==> src/rtl/fwh_read_host.sv <==
module fwh_read_host #(
  parameter int SYNC_LIMIT = 32,
  parameter int ABORT_CLKS = 4
) (
  input  logic        clk,
  input  logic        rst_n,
  input  logic        req_valid,
  input  logic [3:0]  req_sel,
  input  logic [27:0] req_addr,
  output logic        busy,
  output logic        done,
  output logic        err,
  output logic [7:0]  rd_data,
  output logic        frame_n,
  output logic [3:0]  bus_out,
  output logic        bus_oe,
  input  logic [3:0]  bus_in
);

  localparam logic [3:0] START_CODE = 4'b1101;
  localparam logic [3:0] SYNC_READY = 4'b0000;
  localparam logic [3:0] TURN_NIB   = 4'b1111;
  localparam logic [3:0] SIZE_ONE   = 4'b0000;
  localparam int ADDR_NIBS = 7;
  localparam int CNT_MAX   = (SYNC_LIMIT > ABORT_CLKS) ? SYNC_LIMIT : ABORT_CLKS;
  localparam int CW        = ($clog2(CNT_MAX) > 3) ? $clog2(CNT_MAX) : 3;

  typedef enum logic [3:0] {
    S_IDLE, S_START, S_SEL, S_ADDR, S_SIZE, S_TURN0, S_TURN1,
    S_SYNC, S_DLO, S_DHI, S_TURN2, S_TURN3, S_ABORT
  } state_t;

  state_t        st;
  logic [CW-1:0] cnt;
  logic [3:0]    sel_q;
  logic [27:0]   addr_q;

  always_ff @(posedge clk) begin
    if (!rst_n) begin
      st      <= S_IDLE;
      cnt     <= '0;
      sel_q   <= '0;
      addr_q  <= '0;
      rd_data <= '0;
      done    <= 1'b0;
      err     <= 1'b0;
    end else begin
      done <= 1'b0;
      err  <= 1'b0;
      case (st)
        S_IDLE:
          if (req_valid) begin
            sel_q  <= req_sel;
            addr_q <= req_addr;
            st     <= S_START;
          end
        S_START: st <= S_SEL;
        S_SEL: begin
          st  <= S_ADDR;
          cnt <= '0;
        end
        S_ADDR: begin
          addr_q <= {addr_q[23:0], 4'h0};
          if (cnt == CW'(ADDR_NIBS - 1)) begin
            st  <= S_SIZE;
            cnt <= '0;
          end else begin
            cnt <= cnt + 1'b1;
          end
        end
        S_SIZE:  st <= S_TURN0;
        S_TURN0: st <= S_TURN1;
        S_TURN1: begin
          st  <= S_SYNC;
          cnt <= '0;
        end
        S_SYNC:
          if (bus_in == SYNC_READY) begin
            st <= S_DLO;
          end else if (cnt == CW'(SYNC_LIMIT - 1)) begin
            st  <= S_ABORT;
            cnt <= '0;
          end else begin
            cnt <= cnt + 1'b1;
          end
        S_DLO: begin
          rd_data[3:0] <= bus_in;
          st <= S_DHI;
        end
        S_DHI: begin
          rd_data[7:4] <= bus_in;
          st <= S_TURN2;
        end
        S_TURN2: st <= S_TURN3;
        S_TURN3: begin
          st   <= S_IDLE;
          done <= 1'b1;
        end
        S_ABORT:
          if (cnt == CW'(ABORT_CLKS - 1)) begin
            st  <= S_IDLE;
            err <= 1'b1;
          end else begin
            cnt <= cnt + 1'b1;
          end
        default: st <= S_IDLE;
      endcase
    end
  end

  assign busy    = (st != S_IDLE);
  assign frame_n = !(st == S_START || st == S_ABORT);
  assign bus_oe  = st inside {S_START, S_SEL, S_ADDR, S_SIZE, S_TURN0, S_ABORT};

  always_comb begin
    case (st)
      S_START: bus_out = START_CODE;
      S_SEL:   bus_out = sel_q;
      S_ADDR:  bus_out = addr_q[27:24];
      S_SIZE:  bus_out = SIZE_ONE;
      default: bus_out = TURN_NIB;
    endcase
  end


  start_code_chk: assert property (@(posedge clk) disable iff (!rst_n)
    $rose(busy) |-> (!frame_n && bus_oe && bus_out == START_CODE));


  frame_low_chk: assert property (@(posedge clk) disable iff (!rst_n)
    !frame_n |-> (bus_oe && (bus_out == START_CODE || bus_out == TURN_NIB)));


  pulse_idle_chk: assert property (@(posedge clk) disable iff (!rst_n)
    (done || err) |-> (!busy && !(done && err)));


  done_pulse_chk: assert property (@(posedge clk) disable iff (!rst_n)
    done |=> !done);


  oe_release_chk: assert property (@(posedge clk) disable iff (!rst_n)
    (busy && !bus_oe) |=> (!bus_oe || !frame_n || !busy));


  err_after_abort_chk: assert property (@(posedge clk) disable iff (!rst_n)
    $rose(err) |-> $past(!frame_n));

endmodule

==> config.mk <==
export PLATFORM = sky130hd
export DESIGN_NAME = fwh_read_host
export DESIGN_NICKNAME = d
export VERILOG_FILES = /design/src/rtl/fwh_read_host.sv
export SDC_FILE = /design/constraint.sdc
export NUM_CORES = 1
export LEC_CHECK = 0
export CAP_MARGIN = 20
export CORE_MARGIN = 3
export CORE_UTILIZATION = 46
export CTS_CLUSTER_DIAMETER = 30
export DETAILED_ROUTE_END_ITERATION = 12
export GPL_TIMING_DRIVEN = 0
export HOLD_SLACK_MARGIN = 0.12
export PLACE_DENSITY = 0.76
export RECOVER_POWER = 25
export SETUP_SLACK_MARGIN = 0.15
export SLEW_MARGIN = 10
export SYNTH_ARGS = -nofsm -noshare
export SYNTH_HDL_FRONTEND = slang
export SYNTH_SLANG_ARGS = --single-unit
==> constraint.sdc <==
create_clock -name clk -period 1.7 [get_ports clk]
set_input_delay 0.17 -clock clk [delete_from_list [all_inputs] [get_ports clk]]
set_output_delay 0.17 -clock clk [all_outputs]
set_load 0.01 [all_outputs]
Word-level counts from Yosys, hierarchy flattened
Index checks and enable logic that the tools add are counted.
Widths: inputs -> output; s select.
{ "word_totals": {"out_inout_bits": 17, "elab_cells": 60, "reg_bits": 51, "in_bits": 39} }
{ "classes": {"n_eq_ne": 21, "reduce_logical": 14, "n_addsub": 1, "mux": 16} }
{ "ops": {"columns": ["op", "count"], "rows": [
  ["$pmux 28 s2", 1],
  ["$pmux 4 s12", 1],
  ["$mux 28", 1],
  ["$eq 4x4->1 const B", 5],
  ["$mux 4", 5],
  ["$mux 5", 4],
  ["$pmux 5 s4", 1],
  ["$eq 4x3->1 const B", 4],
  ["$pmux 4 s4", 1],
  ["$ne 2x2->1 const B", 5],
  ["$eq 4x2->1 const B", 2],
  ["$logic_not 4->1", 2],
  ["$reduce_bool 4->1", 2],
  ["$reduce_and 2->1", 3],
  ["$reduce_bool 6->1", 1],
  ["$add 5x1->5 const B", 1],
  ["$eq 5x2->1 const B", 1],
  ["$eq 5x3->1 const B", 1],
  ["$eq 5x5->1 const B", 1],
  ["$eq 4x1->1 const B", 1],
  ["$reduce_and 4->1", 1],
  ["$ne 3x3->1 const B", 1],
  ["$reduce_and 3->1", 1],
  ["$mux 1", 2],
  ["4 further kinds", 4]
]} }

Logic depth before layout (Yosys ltp)
Gate-level depths: netlist (run 1).
{ "depth": {"word_depth": 4, "ltp_mapped": 8, "ltp_nobuf": 8} }

Worst setup path before layout (run 1)
No wires, ideal clock.
{ "synth_path": {"path_type": "reg-to-reg", "from": "reg cnt[0]", "to": "reg cnt[0]", "synth_period_minus_slack_ns": 1.742, "setup_ns": 0.070, "arrival_time_ns": 1.672, "t_required_ns": 1.630, "path_stages_with_launch": 9, "path_buffers": 0, "slack_ns": -0.042, "path_cell_list": "dfxtp_1 -> ha_1 -> and3_1 -> ha_1 -> nand2b_1 -> o22ai_1 -> a221oi_2 -> or3_1 -> a21boi_1"} }
{ "synth_via": {"elab_chain_len": 4, "elab_cells_between_ends": 11, "classes_between": "add/sub: 1; eq/ne: 4; mux: 5; reduce/logical: 1"} }
{ "synth_lines": {"columns": ["element", "line_no", "rtl"], "rows": [
  ["from (decl)", "34", "logic [CW-1:0] cnt;"],
  ["from (signal assigned)", "68", "cnt <= cnt + 1'b1;"],
  ["from (signal assigned)", "84", "cnt <= cnt + 1'b1;"],
  ["from (signal assigned)", "104", "cnt <= cnt + 1'b1;"],
  ["$add 5x1->5 or $eq 5x5->1 (tied branches)", null, null],
  ["$mux 5", "80", "end else if (cnt == CW'(SYNC_LIMIT - 1)) begin"],
  ["$mux 5", "78", "if (bus_in == SYNC_READY) begin"],
  ["$pmux 5 s4", "50", "case (st)"]
]} }
Parallel ways exist; a longest one is shown, timed or not. The select of a mux whose other input is x is not followed.
A chain may end at the register's enable or synchronous reset.

Final worst setup path (run 1)
{ "layout_path": {"from": "reg cnt[1]", "to": "reg st[0]"} }
{ "layout_via": {"elab_chain_len": 3, "elab_cells_between_ends": 7, "classes_between": "eq/ne: 6; reduce/logical: 1"} }
{ "layout_lines": {"columns": ["element", "line_no", "rtl"], "rows": [
  ["$eq 5x5->1, or another cell as far along", "80", null],
  ["$ne 3x3->1 (no source line) or $ne 2x2->1 (tied branches)", null, null],
  ["$reduce_and 4->1 (no source line) (*)", null, null],
  ["to (signal assigned)", "79", "st <= S_DLO;"],
  ["to (signal assigned)", "81", "st <= S_ABORT;"],
  ["to (signal assigned)", "88", "st <= S_DHI;"],
  ["to (decl)", "33", "state_t st;"]
]} }
Every way passes the cells marked *; elsewhere a longest branch is shown, timed or not.

==> flow_summary.yaml, run 1 <==
grt:
  grt_util_met3: 0.0322
  grt_util_met1: 0.265
  grt_use_total: 0.216
  grt_pass1_vias: 2409
  grt_pass1_wl_microns: 11200
  met2_usage: 0.386
  grt_antenna_before_repair: 0
  grt_max_degree: 18
  busiest_layer: "met2"
  grt_overflow: 0
timing:
  fin_crit_sh: 1.08
  finalMaxSlewViolations: 0
  fmax_mhz: 547
  skew_ns: 0.0112
  maxSlewHeadroom: 0.647
  rsz0062_at_grt: "yes"
  hold_viol: 0
  worstMarginPinSlew_ns: 0.529
  whs_ns: 0.297
  setup_viol: 12
  worst_slack_ns: -0.128
  period_needed_ns: 1.83
clock_network:
  cts_tree: "done"
  cts_inserted_buffers: 5
  ctsHoldBuffers: 0
  clkSinkCount: 51
  cts-root-buf: "clkbuf_8"
  clkSlewWorstSetupHoldPaths_ns: 0.11
  clockBufferDepth: 2
  clock_latency_ns: 0.32
  ctsHtreeMaxLevel: 2
worst_setup_path:
  cp.arrival_ns: 2.04
  cp_data_required_time_ns: 1.91
  reg2regPathDepth: 7
  path_class: "reg -> reg"
  path_max_fanout: 4
  cp-start-kind: "register"
  end_kind: "register"
logic_synthesis:
  synth_area_per_cell_sq_um: 8.35
  synthFlopType: "dfxtp_1"
  ys_top_cells_by_area: "dfxtp_1 (39%), nand2_1 (11%), o211a_1 (9.2%)"
  synth-edff-count: 0
  ys_seq_area_frac: 0.392
  synth.distinct_cells: 48
  yosysWarnings: 0
  syn_nets: 354
  synth_cells: 312
  synth.ff_latch_count: 51
  yosysMostFrequentCell: "nand2_1"
  yosys.area.top_type: "dfxtp_1"
  syn-cell-area_sq_um: 2600
  synth_top_area_frac: 0.392
  synth_common_cells: "nand2_1 (76), dfxtp_1 (51), nand3_1 (28)"
  synthArstFlopShare: 0
die:
  io_pins: 56
  initial_core_util: 0.491
  core_area_sq_um: 5300
  rows: 26
  dieArea_sq_um: 6600
  die_w_microns: 81.2
  die_height_microns: 81.2
pwr:
  ir_worst_vdd_mv: 0.725
  pwr_density_cell_nw_per_um2: 943
  p_switching_uw: 1510
  report.power.total_uw: 4250
  cellLeakagePower_uw: 0.00207
  internal-power_uw: 2730
  switching_share: 0.357
  p_clk_frac: 0.214
  p_seq_frac: 0.346
  combPwrFrac: 0.439
drt:
  wl_microns: 10100
  wl_per_cell_microns: 20.9
  vias_per_cell: 6.03
  drt_iter0_markers: 301
  first_pass_iters: 5
  ant_nets: 0
  vias: 2906
  drcViolationCount: 0
outcome:
  violations: "setup timing"
  outcome: "finished with violations"
hold_path:
  hold_depth: 2
  min_path_type: "in -> reg"
place:
  pre_cts_slack_ns: -0.544
  dp.cells: 436
  gp_congestion: 0.907
  hpwl_microns: 4500
  port_buffers: 54
layout:
  n_antenna_cell: 0
  final_cell_count_no_fill: 482
  syn_to_final_growth_pct: 72.8
  drive_gt1_frac: 0.466
  finalNetCount: 453
flow_run:
  maxCapViolations: 0
[state kept, by name, summed over array words and instances (netlist names)]
name	flops
done	1
err	1
st	4
addr_q	28
cnt	5
sel_q	4
rd_data	8
[cell usage in the layout (no fill, tap or decap), drive strengths merged, types with 2 or more instances in the layout]
cell / count
inv: 2
ha: 3
nor4: 3
o21ai: 3
nand3: 28
dfxtp: 51
o22ai: 4
o211a: 24
nand2b: 10
o2bb2ai: 2
and3: 3
mux2i: 9
nor4b: 2
nor2b: 9
nor2: 10
clkbuf: 20
nor3: 4
nand2: 76
a21boi: 8
clkdlybuf4s50: 47
o21a: 5
nand3b: 4
buf: 56
a21oi: 8
or3: 3
[critical path: stages (launching register included)]
cell	delay (ns)
dfxtp_4	0.39
ha_4	0.14
nor4b_4	0.27
nor3_4	0.10
buf_6	0.14
nor4_4	0.32
mux2i_1	0.29
nor2b_1	0.07
[through the flow]
step | TNS (ns) | area, sq um | utilization
4_1_cts | -0.111 | 3700 | 0.698
3_3_place_gp | -6.37 | 3280 | 0.619
6_report | -0.721 | 4500 | 0.849
5_1_grt | -1.75 | 4500 | 0.849
2_1_floorplan | 0 | 2650 | -
3_5_place_dp | -6.37 | 3280 | 0.619
[layout make-up]
type                            instances  area [sq um]
Multi-Input combinational cell        234          2060
Clock buffer                            5          68.8
Fill cell                             280           802
Timing Repair Buffer                   91           915
Buffer                                 27           279
Inverter                                1          3.75
Sequential cell                        51          1040
Tap cell                               70          87.6
Clock inverter                          3          46.3
[logic make-up after synthesis]
kind of cell | Yosys count | synth area share
AND/OR/NAND/NOR | 160 | 0.319
adder cells (fa/ha/maj) | 3 | 0.0144
AO/OA/AOI/OAI | 61 | 0.193
flip-flops | 51 | 0.392
multiplexers | 9 | 0.0346
buffers and inverters | 28 | 0.0476
[repair_timing]
action | CTS | global route
resized for setup | 92 | 157
endpoints found under the hold margin | 0 | 0
setup endpoints to repair | 52 | 48
gates cloned | 0 | 8
buffers inserted | 12 | 18
pin swaps | 13 | 76
[power groups by stage]
| stage | Combinational, uW | Clock [uW] | Sequential [uW] |
|---|---|---|---|
| after floorplan | 673 | 0 | 1420 |
| after global placement | 978 | 0 | 1440 |
| after detailed placement | 990 | 0 | 1450 |
| after CTS | 1170 | 896 | 1430 |
| after global routing | 1960 | 954 | 1480 |
| final | 1870 | 911 | 1470 |
[worst paths after layout]
check	start	to	slack [ns]
worst max register to register	cnt[1]	st[0]	-0.13
worst min-delay path	rst_n	rd_data[0]	0.30
worst min register to register	addr_q[2]	addr_q[2]	0.47
worst max-delay path	cnt[1]	st[0]	-0.13
[routing by layer]
layer  part of all wire  wire, microns  vias to the layer above
met4              0.042            427                        0
met2               0.51           5190                      153
met3              0.059            599                       48
met1               0.38           3860                     1409
met5                  0              0                        -
li1                   -              -                     1296
No activity file was read; power rests on OpenSTA's default activity.
==> run 2, diff against run 1 <==
--- a/config.mk
+++ b/config.mk
@@ -6,7 +6,7 @@
 export NUM_CORES = 1
 export LEC_CHECK = 0
 export CAP_MARGIN = 20
-export CORE_MARGIN = 3
+export CORE_MARGIN = 5
 export CORE_UTILIZATION = 46
 export CTS_CLUSTER_DIAMETER = 30
 export DETAILED_ROUTE_END_ITERATION = 12
==> run 2 against run 1 <==
Against the previous run:
- the flow still finishes with violations (setup timing)
- register-to-register slack improved by 0.04 ns
- power decreased by 6.1%
- sequential share of layout area increased by 0.54 points
- first-iteration DRC count decreased by 55%
- routed wire length decreased by 13%
- final cell count decreased by 1.0%
- clock power decreased by 3.5%
- largest cell class unchanged
==> flow_summary.yaml, run 2 (synthesis gave the netlist of run 1 again) <==
layout:
  syn_to_final_growth_pct: 68.9
  n_fill_cell: 339
  final_cell_mix: "nand2_1 (50), clkdlybuf4s50_1 (47), dfxtp_1 (43), o211a_1 (24)"
  layout_commonest_cell: "nand2_1"
  finalNetCount: 446
  regMostFlops: "addr_q"
  reg_top3: "addr_q x28, rd_data x8, cnt x5"
  final_core_util: 0.799
  largest_reg_flops: 28
  drive_gt1_frac: 0.400
  final_cell_count_no_fill: 477
  n_antenna_cell: 0
clock_network:
  cts-root-buf: "clkbuf_8"
  clkSlewWorstSetupHoldPaths_ns: 0.10
  ctsHtreeMaxLevel: 2
  cts_tree: "done"
  cts_inserted_buffers: 5
  clockBufferDepth: 2
  clock_latency_ns: 0.31
  clkSinkCount: 51
pwr:
  cellLeakagePower_uw: 0.00204
  pwr_density_cell_nw_per_um2: 907
  ir_worst_vdd_mv: 0.547
timing:
  worstMarginPinSlew_ns: 0.587
  skew_ns: 0.00945
  finalMaxSlewViolations: 0
  worst_slack_ns: -0.0926
  hold_viol: 0
  setup_viol: 8
  fmax_mhz: 558
  maxSlewHeadroom: 0.608
  rsz0062_at_grt: "yes"
  fin_crit_sh: 1.05
  period_needed_ns: 1.79
worst_setup_path:
  cp_data_required_time_ns: 1.95
  cp.arrival_ns: 2.04
  end_kind: "register"
  path_max_fanout: 5
  cp-start-kind: "register"
  path_class: "reg -> reg"
die:
  core_area_sq_um: 5510
  die_height_microns: 85.2
  rows: 27
  initial_core_util: 0.473
  die_w_microns: 85.2
  io_pins: 56
  dieArea_sq_um: 7270
grt:
  grt_use_total: 0.193
  grt_antenna_before_repair: 0
  grt_overflow: 0
  grt_max_degree: 16
  grt_pass1_vias: 2461
  grt_pass1_wl_microns: 11300
drt:
  vias: 2736
  drt_iter0_markers: 135
  wl_microns: 8720
  first_pass_iters: 4
  wl_per_cell_microns: 18.3
  ant_nets: 0
  vias_per_cell: 5.74
  drcViolationCount: 0
flow_run:
  maxCapViolations: 0
place:
  port_buffers: 54
  hpwl_microns: 4880
  dp.cells: 438
  gp_congestion: 0.868
hold_path:
  min_path_type: "in -> reg"
outcome:
  violations: "setup timing"
  outcome: "finished with violations"
[run 2: cell types whose count changed in the layout (fill, tap and decap cells not counted), moves of 3 or more]
cell      change
nand2_2      -22
clkbuf_8      +3
nand2_1      +24
buf_6         -6
buf_12        +3
buf_8         -5
[run 2: area by class of cell]
type                    instances  area (sq um)  share of cell area
multi-input cells             234          2000               0.455
well taps                      72          90.1              0.0205
clock buffers                   6          82.6              0.0188
repair buffers                 84           838               0.191
inverters                       1          3.75            0.000853
flip-flops and latches         51          1040               0.237
clock inverters                 2          35.0             0.00797
plain buffers                  27           307              0.0697
[run 2: through the flow]
step / cell area (sq um) / setup WS [ns] / total power [uW] / hold WS (ns) / TNS [ns]
floorplan: 2650 / 0.0190 / 2090 / 0.305 / 0
global placement: 3280 / -0.570 / 2430 / 0.446 / -6.77
detailed placement: 3280 / -0.603 / 2450 / 0.451 / -7.58
CTS: 3690 / -0.0536 / 3480 / 0.266 / -0.271
global route: 4400 / -0.190 / 4170 / 0.302 / -0.927
finish: 4400 / -0.0926 / 3990 / 0.273 / -0.362
[run 2: worst paths after layout]
path / slack (ns) / depth (start not counted) / from / endpoint
max: -0.09 / 6 / st[1] / cnt[2]
min: 0.27 / 2 / rst_n / st[3]
max reg2reg: -0.09 / 6 / st[1] / cnt[2]
min reg2reg: 0.46 / 2 / addr_q[1] / addr_q[1]
[run 2: routing by layer]
| layer | wire (microns) | global-route usage | vias to the layer above |
|---|---|---|---|
| met4 | 328 | 0.0576 | 0 |
| met2 | 4610 | 0.352 | 112 |
| met5 | 0 | 0 | - |
| li1 | - | - | 1287 |
| met3 | 508 | 0.0427 | 37 |
| met1 | 3280 | 0.222 | 1300 |
[run 2: critical path, stage by stage (launching register included)]
cell     delay [ns]
dfxtp_2        0.33
buf_6          0.13
or2_4          0.26
nor3_4         0.39
nor3_4         0.10
nor4b_1        0.34
o21a_1         0.18
[run 2: report_power, final]
group	internal, uW	total, uW	switching, uW	leakage [uW]
logic	856	1670	817	0.00156
registers	1330	1440	103	0.000421
clock network	477	879	402	0.0000612
total	2670	3990	1320	0.00204
[run 2: what timing repair did]
item | in CTS | in global routing
pin swaps | 17 | 55
setup buffers | 8 | 18
hold buffers | 0 | 0
gates resized for setup | 97 | 124
endpoints found under the setup margin | 52 | 47
cloned | 1 | 4
